<file path="src/rtl/zw_pkg.sv">
package zw_pkg;

    localparam int COORD_W_DEF = 5;
    localparam int AXES        = 3;
    localparam int OFS_W_DEF   = 7;

    typedef enum logic [1:0] {
        AX_I    = 2'd0,
        AX_J    = 2'd1,
        AX_K    = 2'd2,
        AX_NONE = 2'd3
    } axis_e;

    typedef enum logic {
        DIR_UP   = 1'b0,
        DIR_DOWN = 1'b1
    } dir_e;

    typedef struct packed {
        logic  load;
        logic  step;
        axis_e axis;
        dir_e  dir;
    } op_t;

endpackage

</file>
<file path="src/rtl/zw_spread.sv">
module zw_spread #(
    parameter int COORD_W = zw_pkg::COORD_W_DEF,
    localparam int AXES   = zw_pkg::AXES,
    localparam int ADDR_W = COORD_W * AXES
) (
    input  logic [AXES*COORD_W-1:0] coords,
    output logic [ADDR_W-1:0]       addr
);
    for (genvar a = 0; a < AXES; a++) begin : g_axis
        for (genvar t = 0; t < COORD_W; t++) begin : g_bit
            assign addr[t*AXES + a] = coords[a*COORD_W + t];
        end
    end
endmodule

</file>
<file path="src/rtl/zw_gather.sv">
module zw_gather #(
    parameter int COORD_W = zw_pkg::COORD_W_DEF,
    localparam int AXES   = zw_pkg::AXES,
    localparam int ADDR_W = COORD_W * AXES
) (
    input  logic [ADDR_W-1:0]       addr,
    output logic [AXES*COORD_W-1:0] coords
);
    for (genvar a = 0; a < AXES; a++) begin : g_axis
        for (genvar t = 0; t < COORD_W; t++) begin : g_bit
            assign coords[a*COORD_W + t] = addr[t*AXES + a];
        end
    end
endmodule

</file>
<file path="src/rtl/zw_stepper.sv">
module zw_stepper #(
    parameter int COORD_W = zw_pkg::COORD_W_DEF,
    localparam int AXES   = zw_pkg::AXES,
    localparam int ADDR_W = COORD_W * AXES
) (
    input  logic [ADDR_W-1:0] cur,
    input  zw_pkg::axis_e     axis,
    input  zw_pkg::dir_e      dir,
    output logic [ADDR_W-1:0] nxt,
    output logic [ADDR_W-1:0] lane
);
    localparam logic [ADDR_W-1:0] ONE = ADDR_W'(1);

    function automatic logic [ADDR_W-1:0] lane_of(int a);
        logic [ADDR_W-1:0] m;
        m = '0;
        for (int t = 0; t < COORD_W; t++) m[t*AXES + a] = 1'b1;
        return m;
    endfunction

    logic [ADDR_W-1:0] up_val, dn_val;

    always_comb begin
        lane = '0;
        for (int a = 0; a < AXES; a++) begin
            if (int'(axis) == a) lane = lane_of(a);
        end
    end

    // Unused positions are forced to 1 so the carry jumps over them;
    // for the borrow they are forced to 0 so it jumps over them.
    assign up_val = ((cur | ~lane) + ONE) & lane;
    assign dn_val = ((cur & lane) - ONE) & lane;
    assign nxt    = (cur & ~lane) | ((dir == zw_pkg::DIR_UP) ? up_val : dn_val);
endmodule

</file>
<file path="src/rtl/zw_seg_track.sv">
module zw_seg_track #(
    parameter int SEG_W = 8
) (
    input  logic             clk,
    input  logic             rst,
    input  logic             upd,
    input  logic [SEG_W-1:0] new_seg,
    input  logic [SEG_W-1:0] cur_seg,
    input  logic             ack,
    output logic             fault
);
    logic             res_valid;
    logic [SEG_W-1:0] res_seg;

    always_ff @(posedge clk) begin
        if (rst) begin
            fault     <= 1'b0;
            res_valid <= 1'b0;
            res_seg   <= '0;
        end else if (upd) begin
            fault <= !(res_valid && (new_seg == res_seg));
        end else if (ack && fault) begin
            res_seg   <= cur_seg;
            res_valid <= 1'b1;
            fault     <= 1'b0;
        end
    end

    assert_ack_clears_R9: assert property (@(posedge clk) disable iff (rst)
        (ack && fault && !upd) |=> (!fault && res_valid && res_seg == $past(cur_seg)));

    assert_same_seg_quiet_R7: assert property (@(posedge clk) disable iff (rst)
        (upd && res_valid && new_seg == res_seg) |=> !fault);

    assert_no_resident_faults_R6: assert property (@(posedge clk) disable iff (rst)
        (upd && !res_valid) |=> fault);
endmodule

</file>
<file path="src/rtl/zorder_walker.sv">
module zorder_walker #(
    parameter int COORD_W = zw_pkg::COORD_W_DEF,
    parameter int OFS_W   = zw_pkg::OFS_W_DEF,
    localparam int AXES   = zw_pkg::AXES,
    localparam int ADDR_W = COORD_W * AXES,
    localparam int SEG_W  = ADDR_W - OFS_W
) (
    input  logic               clk,
    input  logic               rst,
    input  logic               cmd_valid,
    input  logic               cmd_load,
    input  logic               cmd_step,
    input  logic [1:0]         cmd_axis,
    input  logic               cmd_dir,
    input  logic [COORD_W-1:0] coord_i,
    input  logic [COORD_W-1:0] coord_j,
    input  logic [COORD_W-1:0] coord_k,
    input  logic               page_loaded,
    output logic               ready,
    output logic               fault,
    output logic [ADDR_W-1:0]  addr,
    output logic [COORD_W-1:0] pos_i,
    output logic [COORD_W-1:0] pos_j,
    output logic [COORD_W-1:0] pos_k
);
    zw_pkg::op_t             op;
    logic                    acc;
    logic [ADDR_W-1:0]       load_addr, step_addr, step_lane, nxt_addr;
    logic [AXES*COORD_W-1:0] pos_flat;

    assign op.load = cmd_load;
    assign op.step = cmd_step;
    assign op.axis = zw_pkg::axis_e'(cmd_axis);
    assign op.dir  = zw_pkg::dir_e'(cmd_dir);

    assign ready = !fault;
    assign acc   = cmd_valid && ready && (op.load || op.step);

    zw_spread #(.COORD_W(COORD_W)) u_spread (
        .coords ({coord_k, coord_j, coord_i}),
        .addr   (load_addr)
    );

    zw_stepper #(.COORD_W(COORD_W)) u_step (
        .cur  (addr),
        .axis (op.axis),
        .dir  (op.dir),
        .nxt  (step_addr),
        .lane (step_lane)
    );

    assign nxt_addr = op.load ? load_addr : step_addr;

    always_ff @(posedge clk) begin
        if (rst)      addr <= '0;
        else if (acc) addr <= nxt_addr;
    end

    zw_seg_track #(.SEG_W(SEG_W)) u_seg (
        .clk     (clk),
        .rst     (rst),
        .upd     (acc),
        .new_seg (nxt_addr[ADDR_W-1 -: SEG_W]),
        .cur_seg (addr[ADDR_W-1 -: SEG_W]),
        .ack     (page_loaded),
        .fault   (fault)
    );

    zw_gather #(.COORD_W(COORD_W)) u_gather (
        .addr   (addr),
        .coords (pos_flat)
    );

    assign pos_i = pos_flat[0*COORD_W +: COORD_W];
    assign pos_j = pos_flat[1*COORD_W +: COORD_W];
    assign pos_k = pos_flat[2*COORD_W +: COORD_W];

    assert_step_confined_R3: assert property (@(posedge clk) disable iff (rst)
        (acc && !cmd_load) |=> (((addr ^ $past(addr)) & ~$past(step_lane)) == '0));

    assert_refused_hold_R8: assert property (@(posedge clk) disable iff (rst)
        fault |=> $stable(addr));

    assert_idle_hold_R12: assert property (@(posedge clk) disable iff (rst)
        !acc |=> $stable(addr));

    assert_load_decode_R10: assert property (@(posedge clk) disable iff (rst)
        (acc && cmd_load) |=> (pos_i == $past(coord_i) && pos_j == $past(coord_j)
                               && pos_k == $past(coord_k)));
endmodule

</file>
<file path="config.mk">
export PLATFORM = sky130hd
export DESIGN_NAME = zorder_walker
export DESIGN_NICKNAME = d
export VERILOG_FILES = /design/src/rtl/zw_pkg.sv /design/src/rtl/zw_spread.sv /design/src/rtl/zw_gather.sv /design/src/rtl/zw_stepper.sv /design/src/rtl/zw_seg_track.sv /design/src/rtl/zorder_walker.sv
export SDC_FILE = /design/constraint.sdc
export NUM_CORES = 1
export LEC_CHECK = 0
export BUFFER_PORTS_ARGS = -buffer_cell sky130_fd_sc_hd__buf_2
export CAP_MARGIN = 20
export CORE_ASPECT_RATIO = 1.25
export CORE_MARGIN = 2
export CORE_UTILIZATION = 25
export DETAILED_ROUTE_END_ITERATION = 12
export PLACE_DENSITY = 0.47
export SLEW_MARGIN = 20
export SYNTH_ARGS = -nofsm -noshare
export SYNTH_HDL_FRONTEND = slang
export SYNTH_SLANG_ARGS = --single-unit
</file>
<file path="constraint.sdc">
create_clock -name clk -period 6.7 [get_ports clk]
set_clock_uncertainty 0.15 [all_clocks]
set_input_delay 0.335 -clock clk [delete_from_list [all_inputs] [get_ports clk]]
set_output_delay 0.335 -clock clk [all_outputs]
set_load 0.01 [all_outputs]
</file>
==> qor.csv, run 1 <==
metric,value,unit
post-layout total power,0.471,mW
drt first-iter violations,156,
IO Count,56,
minimum clock period,3.14,ns
hold crit path type,primary input to register,
endpoint type of the worst setup path,register,
Peak VDD IR,0.0798,mV
path depth of the worst reg2reg path,8,
unrepaired setup endpoints after global routing,no,
"Largest stage delay, worst path",0.54,ns
area post-placement,2740,µm²
CP max FO,26,
Synth async-reset ratio,0,
max_cap viols,0,
total of warnings raised by yosys,0,
Slew headroom,0.307,
vias after detailed routing,2720,
RR Endpoint,u_seg.fault,
slowest CP cell,and2b_1,
vias per cell,5.44,
H-tree depth,1,
pre-CTS WS,3.33,ns
combinational share of power,0.323,
count of TritonRoute iterations in the first routing pass,4,
Initial Util,0.255,
Die Y,117,µm
P_leak,1.07,nW
switching share of power,0.369,
Row Count,41,
"Cell Count, Final, Fillers Out",500,
final wirelength,8910,µm
Mapped Area,2570,µm²
Final setup viols,0,
Synth Net Count,383,
"Seq/Total Area, Yosys",0.195,
Psw,0.174,mW
Post-synth EDFFs,0,
cell count after synthesis,357,
HPWL Detailed,6630,µm
Clock Pin Slew Worst Setup and Hold Paths,0.07,ns
layout cells sized above 1,0.218,
register-to-register setup slack,3.80,ns
initial antenna violation count,0,
PD cells,167,nW/µm²
GRT Residual Overflow,0,
Main synth FF type,dfxtp_1,
Final WS setup,3.56,ns
Util after Layout,0.281,
Setup TNS Final,0,ns
Max Transition Viols Final,0,
CTS sink count,25,
Final ANT Viol Nets,0,
Clock Tree Root,clkbuf_16,
post-synthesis cell type count,69,
Die Width,94.6,µm
Area Overhead vs Synth,10.0,%
die area,11100,µm²
ant diodes,0,
actual slew at the worst max-slew pin,1.03,ns
Post-CTS Setup Bufs,0,
CP most frequent cell,nand2_1,
TritonCTS clock tree,yes,
Clk network pwr share,0.301,
DRC Markers,0,
Crit Path Class,primary input to register,
Worst-Skew Late Latency,0.27,ns
GPL Wtd Cong,0.909,
CP cell instances,buf_2 > and2b_1 > nand2_1 > ha_1 > nand2_1 > a211o_1 > a2bb2oi_1 > nor2_1 > a2111oi_1 > a21o_1 > a41oi_2,
register bit total from synthesis,25,
Worst setup SP type,primary input,
first-pass GRT wire length,13900,µm
nets@finish,398,
Max Clock Freq,318,MHz
CTS Buffer Depth,2,
Power Internal,0.297,mW
vias in the first global route,2585,
design area,2820,µm²
Flop pwr share,0.376,
number of CTS-inserted buffers,3,
status,completed,
endpoints failing hold,0,
Post-CTS Resized,0,
Port Buffer Count,55,
GRT Util Overall,0.163,
synthesized area per cell,7.19,µm²
maximum number of pins on one net before global-route repair,37,
"Hold-fix buffers, CTS",0,
Fillers,1143,
Post-Place Cells,496,
fin crit share,0.469,
crit path DAT,3.14,ns
Fin Hold WS,0.267,ns
Core ar.,10100,µm²
Hold Path Depth,5,
hold wc startpoint,coord_k[0],
Critical Path RT,6.70,ns
WL per Instance,17.8,µm
==> kinds of logic (layout without fill, tap and decap cells) <==
group	after synthesis	in the layout	synth area share
fa+ha+maj	2	2	0.00975
simple gates	141	141	0.267
compound gates	112	112	0.331
flops	25	25	0.195
xor+xnor	11	11	0.0375
buf+inv	56	70	0.118
mux	10	10	0.0419
==> worst max-delay path by stage <==
stage	to	start	slack (ns)
floorplan	u_seg.fault	cmd_axis[0]	3.79
global placement	u_seg.fault	cmd_axis[0]	3.39
detailed placement	u_seg.fault	cmd_axis[0]	3.33
CTS	u_seg.fault	cmd_axis[0]	3.61
global route	u_seg.fault	cmd_axis[0]	3.33
finish	u_seg.fault	cmd_axis[0]	3.56
==> cell type report <==
type / count / area [µm²] / share of cell area
inverter: 11 / 41.3 / 0.0146
tap: 129 / 161 / 0.0572
timing repair buffer: 55 / 275 / 0.0975
sequential: 25 / 500 / 0.177
multi-input combinational: 276 / 1760 / 0.624
clock inverter: 1 / 7.51 / 0.00266
clock buffer: 3 / 75.1 / 0.0266
==> synth_stat cells, types with 3 or more instances <==
| cell | n | area (µm²) |
|---|---|---|
| nor2_1 | 43 | 161 |
| nand2_1 | 37 | 139 |
| a21oi_1 | 35 | 175 |
| dfxtp_1 | 25 | 500 |
| buf_4 | 20 | 150 |
| clkbuf_1 | 18 | 67.6 |
| nand3_1 | 15 | 75.1 |
| o21ai_0 | 14 | 70.1 |
| inv_1 | 11 | 41.3 |
| a211oi_1 | 8 | 60.1 |
| nor2b_1 | 8 | 50.1 |
| mux2i_1 | 7 | 70.1 |
| nand2b_1 | 7 | 43.8 |
| nor3_1 | 7 | 35.0 |
| o22ai_1 | 6 | 37.5 |
| xnor2_1 | 6 | 52.6 |
| o31ai_1 | 5 | 37.5 |
| xor2_1 | 5 | 43.8 |
| o21ai_1 | 4 | 20.0 |
| o221ai_1 | 4 | 35.0 |
| or3_1 | 4 | 25.0 |
| a2bb2oi_1 | 3 | 26.3 |
| buf_2 | 3 | 15.0 |
| nor3_2 | 3 | 30.0 |
| nor4_1 | 3 | 18.8 |
==> critical path, delay by kind of cell <==
family / cells / cell delay (ns)
compound gates: 5 / 1.30
simple gates: 4 / 0.85
buf+inv: 1 / 0.38
fa+ha+maj: 1 / 0.25
==> placed cells by master, fill, tap and decap left out, drive strengths merged, types with 4 or more instances in the layout <==
cell	instances
a211oi	8
a21oi	36
buf	55
dfxtp	25
inv	11
mux2i	7
nand2	38
nand2b	8
nand3	15
nor2	44
nor2b	8
nor3	10
nor4	4
o21ai	18
o221ai	6
o22ai	6
o31ai	5
or3	4
xnor2	6
xor2	5
==> routing by layer <==
metal	vias up	part of all wire	global-route usage	wire, µm
li1	1300	-	-	-
met1	1329	0.43	0.212	3800
met2	75	0.51	0.274	4530
met3	16	0.041	0.0115	368
met4	0	0.024	0.0773	214
met5	-	0	0	0
==> power by group through the flow <==
stage	combinational [mW]	sequential, mW	clock, mW
floorplan	0.123	0.170	0
finish	0.152	0.177	0.142
CTS	0.152	0.178	0.146
global route	0.169	0.179	0.150
detailed placement	0.152	0.181	0
global placement	0.152	0.181	0
No activity file was read; power rests on OpenSTA's default activity.
==> run 2: changes to the inputs <==
--- a/config.mk
+++ b/config.mk
@@ -11,7 +11,7 @@
 export CORE_MARGIN = 2
 export CORE_UTILIZATION = 25
 export DETAILED_ROUTE_END_ITERATION = 12
-export PLACE_DENSITY = 0.47
+export PLACE_DENSITY = 0.48
 export SLEW_MARGIN = 20
 export SYNTH_ARGS = -nofsm -noshare
 export SYNTH_HDL_FRONTEND = slang
==> constraint.sdc (replaced) <==
create_clock -name clk -period 2.6 [get_ports clk]
set_clock_uncertainty 0.15 [all_clocks]
set_input_delay 0.13 -clock clk [delete_from_list [all_inputs] [get_ports clk]]
set_output_delay 0.13 -clock clk [all_outputs]
set_load 0.01 [all_outputs]
==> qor.csv, run 2 (synthesis gave the netlist of run 1 again) <==
metric,value,unit
DRC Markers,0,
GRT Residual Overflow,0,
maximum number of pins on one net before global-route repair,26,
minimum clock period,2.57,ns
vias in the first global route,2933,
Max Transition Viols Final,0,
"Largest stage delay, worst path",0.56,ns
most frequent cells in the layout,"55 x buf_2, 50 x buf_4, 42 x nor2_1",
endpoint type of the worst setup path,register,
Crit Path Class,register to register,
endpoints failing hold,0,
CTS sink count,25,
"most common cell after layout, fill and taps aside",buf_2,
fin crit share,0.989,
status,completed,
Die Y,117,µm
Fillers,1116,
Worst setup SP type,register,
area post-placement,3140,µm²
H-tree depth,1,
Fin Hold WS,0.0438,ns
layout cells sized above 1,0.348,
PD cells,397,nW/µm²
Post-Place Cells,545,
P_leak,1.36,nW
final wirelength,9870,µm
actual slew at the worst max-slew pin,0.525,ns
Util after Layout,0.332,
Final ANT Viol Nets,0,
unrepaired setup endpoints after global routing,yes,
Critical Path RT,2.59,ns
vias per cell,5.32,
Area Overhead vs Synth,30.1,%
ant diodes,0,
Peak VDD IR,0.215,mV
"Cell Count, Final, Fillers Out",554,
TritonCTS clock tree,yes,
WL per Instance,17.8,µm
CP max FO,4,
hold crit path type,primary input to register,
pre-CTS WS,-0.00586,ns
Initial Util,0.255,
GRT Util Overall,0.181,
initial antenna violation count,0,
Row Count,41,
GPL Wtd Cong,0.955,
number of CTS-inserted buffers,3,
Final WS setup,0.0288,ns
count of TritonRoute iterations in the first routing pass,4,
die area,11100,µm²
Final setup viols,0,
design area,3340,µm²
Die Width,94.6,µm
CTS Buffer Depth,2,
Max Clock Freq,389,MHz
post-layout total power,1.32,mW
Port Buffer Count,55,
HPWL Detailed,7780,µm
Core ar.,10100,µm²
Worst-Skew Late Latency,0.27,ns
nets@finish,452,
CP cell instances,buf_6 > nand2b_4 > ha_4 > o221ai_4 > or4_4 > o32ai_4 > buf_6 > nor2_4 > nor4_4 > a41oi_2,
slowest CP cell,or4_4,
register-to-register setup slack,0.03,ns
first-pass GRT wire length,15400,µm
Setup TNS Final,0,ns
"Hold-fix buffers, CTS",0,
Slew headroom,0.650,
CP most frequent cell,buf_6,
IO Count,56,
max_cap viols,0,
crit path DAT,2.56,ns
Clock Pin Slew Worst Setup and Hold Paths,0.07,ns
drt first-iter violations,162,
hold wc startpoint,coord_i[1],
Clock Tree Root,clkbuf_16,
vias after detailed routing,2947,
## run 2: metal layers
layer / vias to the layer above / track usage / part of all wire
met3: 27 / 0.0154 / 0.042
met2: 91 / 0.324 / 0.52
met1: 1419 / 0.210 / 0.40
met4: 0 / 0.100 / 0.040
li1: 1410 / - / -
met5: - / 0 / 0
## run 2: worst paths after layout
| check | cells after the start | endpoint |
|---|---|---|
| worst max-delay path | 10 | u_seg.fault |
| worst min-delay path | 3 | register |
| worst max register to register | 10 | u_seg.fault |
| worst min register to register | 2 | u_seg.res_valid |
## run 2: critical path: cells and delay by family, from the launching register on
kind / cells / cell delay (ns)
DFF: 1 / 0.36
and+or+nand+nor: 4 / 1.00
adders and majority gates: 1 / 0.14
buffers and inverters: 2 / 0.25
AOI/OAI and AO/OA: 3 / 0.54
## run 2: layout make-up
| class | instances | area [µm²] | area share |
|---|---|---|---|
| multi-input combinational | 276 | 1840 | 0.550 |
| tap | 129 | 161 | 0.0484 |
| inverter | 11 | 41.3 | 0.0124 |
| timing repair buffer | 109 | 713 | 0.214 |
| sequential | 25 | 505 | 0.151 |
| clock buffer | 3 | 75.1 | 0.0225 |
| clock inverter | 1 | 5.00 | 0.00150 |
## run 2: timing repair
action / CTS / global route
buffers inserted: 0 / 5
gates resized for setup: 0 / 17
endpoints found under the setup margin: 0 / 2
## run 2: report_power, final
group | internal, mW | switching [mW] | total [mW]
sequential | 0.403 | 0.0310 | 0.434
combinational | 0.238 | 0.297 | 0.536
clock | 0.208 | 0.147 | 0.355
total | 0.849 | 0.475 | 1.32
==> run 3: changes to the inputs <==
--- a/config.mk
+++ b/config.mk
@@ -8,8 +8,9 @@
 export BUFFER_PORTS_ARGS = -buffer_cell sky130_fd_sc_hd__buf_2
 export CAP_MARGIN = 20
 export CORE_ASPECT_RATIO = 1.25
-export CORE_MARGIN = 2
+export CORE_MARGIN = 1.5
 export CORE_UTILIZATION = 25
+export CTS_BUF_LIST = sky130_fd_sc_hd__clkbuf_4 sky130_fd_sc_hd__clkbuf_8
 export DETAILED_ROUTE_END_ITERATION = 12
 export PLACE_DENSITY = 0.48
 export SLEW_MARGIN = 20
==> qor.csv, run 3 (synthesis gave the netlist of run 1 again) <==
metric,value,unit
WP buf/inv,0,
final wirelength,9490,µm
number of CTS-inserted buffers,3,
"Hold-fix buffers, CTS",0,
CP max FO,8,
PD cells,383,nW/µm²
"most common cell after layout, fill and taps aside",buf_2,
HPWL Detailed,7430,µm
Worst-Skew Late Latency,0.31,ns
Clock Pin Slew Worst Setup and Hold Paths,0.12,ns
GPL Wtd Cong,0.876,
Slew headroom,0.617,
unrepaired setup endpoints after global routing,no,
Critical Path RT,2.65,ns
layout cells sized above 1,0.314,
max_cap viols,0,
Row Count,41,
IO Count,56,
CP cell instances,a311oi_1 > or4_4 > o32ai_4 > nor2_1 > nor4_2 > a41oi_2,
initial antenna violation count,0,
Die Width,93.6,µm
Final ANT Viol Nets,0,
pre-CTS WS,-0.0355,ns
GRT Residual Overflow,0,
Crit Path Class,register to register,
hold crit path type,primary input to register,
Worst setup SP type,register,
"CP delay by family, top",simple AND/OR/NAND/NOR gates,
fin crit share,0.960,
Clock Tree Root,clkbuf_8,
die area,10900,µm²
ant diodes,0,
Core ar.,10100,µm²
Max Clock Freq,401,MHz
first-pass GRT wire length,15000,µm
vias in the first global route,2779,
TritonCTS clock tree,yes,
GRT Util Overall,0.179,
"Cell Count, Final, Fillers Out",543,
"Largest stage delay, worst path",0.61,ns
endpoint type of the worst setup path,register,
slowest CP cell,dfxtp_1,
Area Overhead vs Synth,22.2,%
Fillers,1116,
status,completed,
drt first-iter violations,187,
count of TritonRoute iterations in the first routing pass,5,
crit path DAT,2.55,ns
most frequent cells in the layout,"55 x buf_2, 43 x nor2_1, 42 x buf_4",
endpoints failing hold,0,
H-tree depth,1,
CTS Buffer Depth,2,
actual slew at the worst max-slew pin,0.575,ns
DRC Markers,0,
Final setup viols,0,
maximum number of pins on one net before global-route repair,26,
Die Y,116,µm
P_leak,1.27,nW
Port Buffer Count,55,
minimum clock period,2.50,ns
WL per Instance,17.5,µm
CTS sink count,25,
Final WS setup,0.104,ns
vias per cell,5.35,
Initial Util,0.255,
register-to-register setup slack,0.10,ns
Post-Place Cells,537,
vias after detailed routing,2903,
Peak VDD IR,0.185,mV
nets@finish,441,
Max Transition Viols Final,0,
## run 3: changes by cell type in the layout (fill, tap and decap cells not counted), sizes merged
cell / delta
clkinvlp: +1
buf: -11
clkinv: -1
## run 3: metal layers
layer  GRT usage  up-vias  part of all wire
li1            -     1388                 -
met1       0.225     1378              0.42
met2       0.309      112              0.50
met3      0.0156       25             0.045
met4      0.0846        0             0.040
met5           0        -                 0
## run 3: report_power, final
| part | switching [mW] | leakage (nW) | internal, mW |
|---|---|---|---|
| combinational | 0.281 | 1.05 | 0.213 |
| sequential | 0.0282 | 0.205 | 0.402 |
| clock | 0.166 | 0.0217 | 0.110 |
## run 3: timing repair
| action | 4_1_cts | 5_1_grt |
|---|---|---|
| endpoints found under the setup margin | 0 | 1 |
| gates resized for setup | 0 | 3 |
| buffers inserted | 0 | 2 |
## run 3: final timing paths
check,start,to,cells after the start
max,addr[9],u_seg.fault,6
min,coord_j[1],register,3
max reg2reg,addr[9],u_seg.fault,6
min reg2reg,u_seg.res_seg[4],u_seg.res_seg[4],2
## run 3: final cells by class
| type | count | area (µm²) | area share |
|---|---|---|---|
| repair buffers | 98 | 611 | 0.195 |
| flip-flops and latches | 25 | 503 | 0.160 |
| well taps | 129 | 161 | 0.0515 |
| clock buffers | 3 | 41.3 | 0.0132 |
| inverters | 11 | 41.3 | 0.0132 |
| multi-input cells | 276 | 1770 | 0.565 |
| clock inverters | 1 | 7.51 | 0.00239 |
## run 3: tightest hold or removal path: stages
cell	delay (ns)
buf_2	0.09
mux2i_1	0.12
a211oi_1	0.09
## run 3: metrics by stage
stage | util | TNS (ns) | power, mW | area, µm² | hold slack [ns]
floorplan | - | -0.0368 | 0.759 | 2580 | 0.214
CTS | 0.310 | 0 | 1.19 | 3120 | 0.0210
detailed placement | 0.305 | -0.0355 | 0.922 | 3070 | 0.311
global route | 0.312 | 0 | 1.27 | 3140 | 0.0531
global placement | 0.305 | 0 | 0.922 | 3070 | 0.313
finish | 0.312 | 0 | 1.20 | 3140 | 0.0227
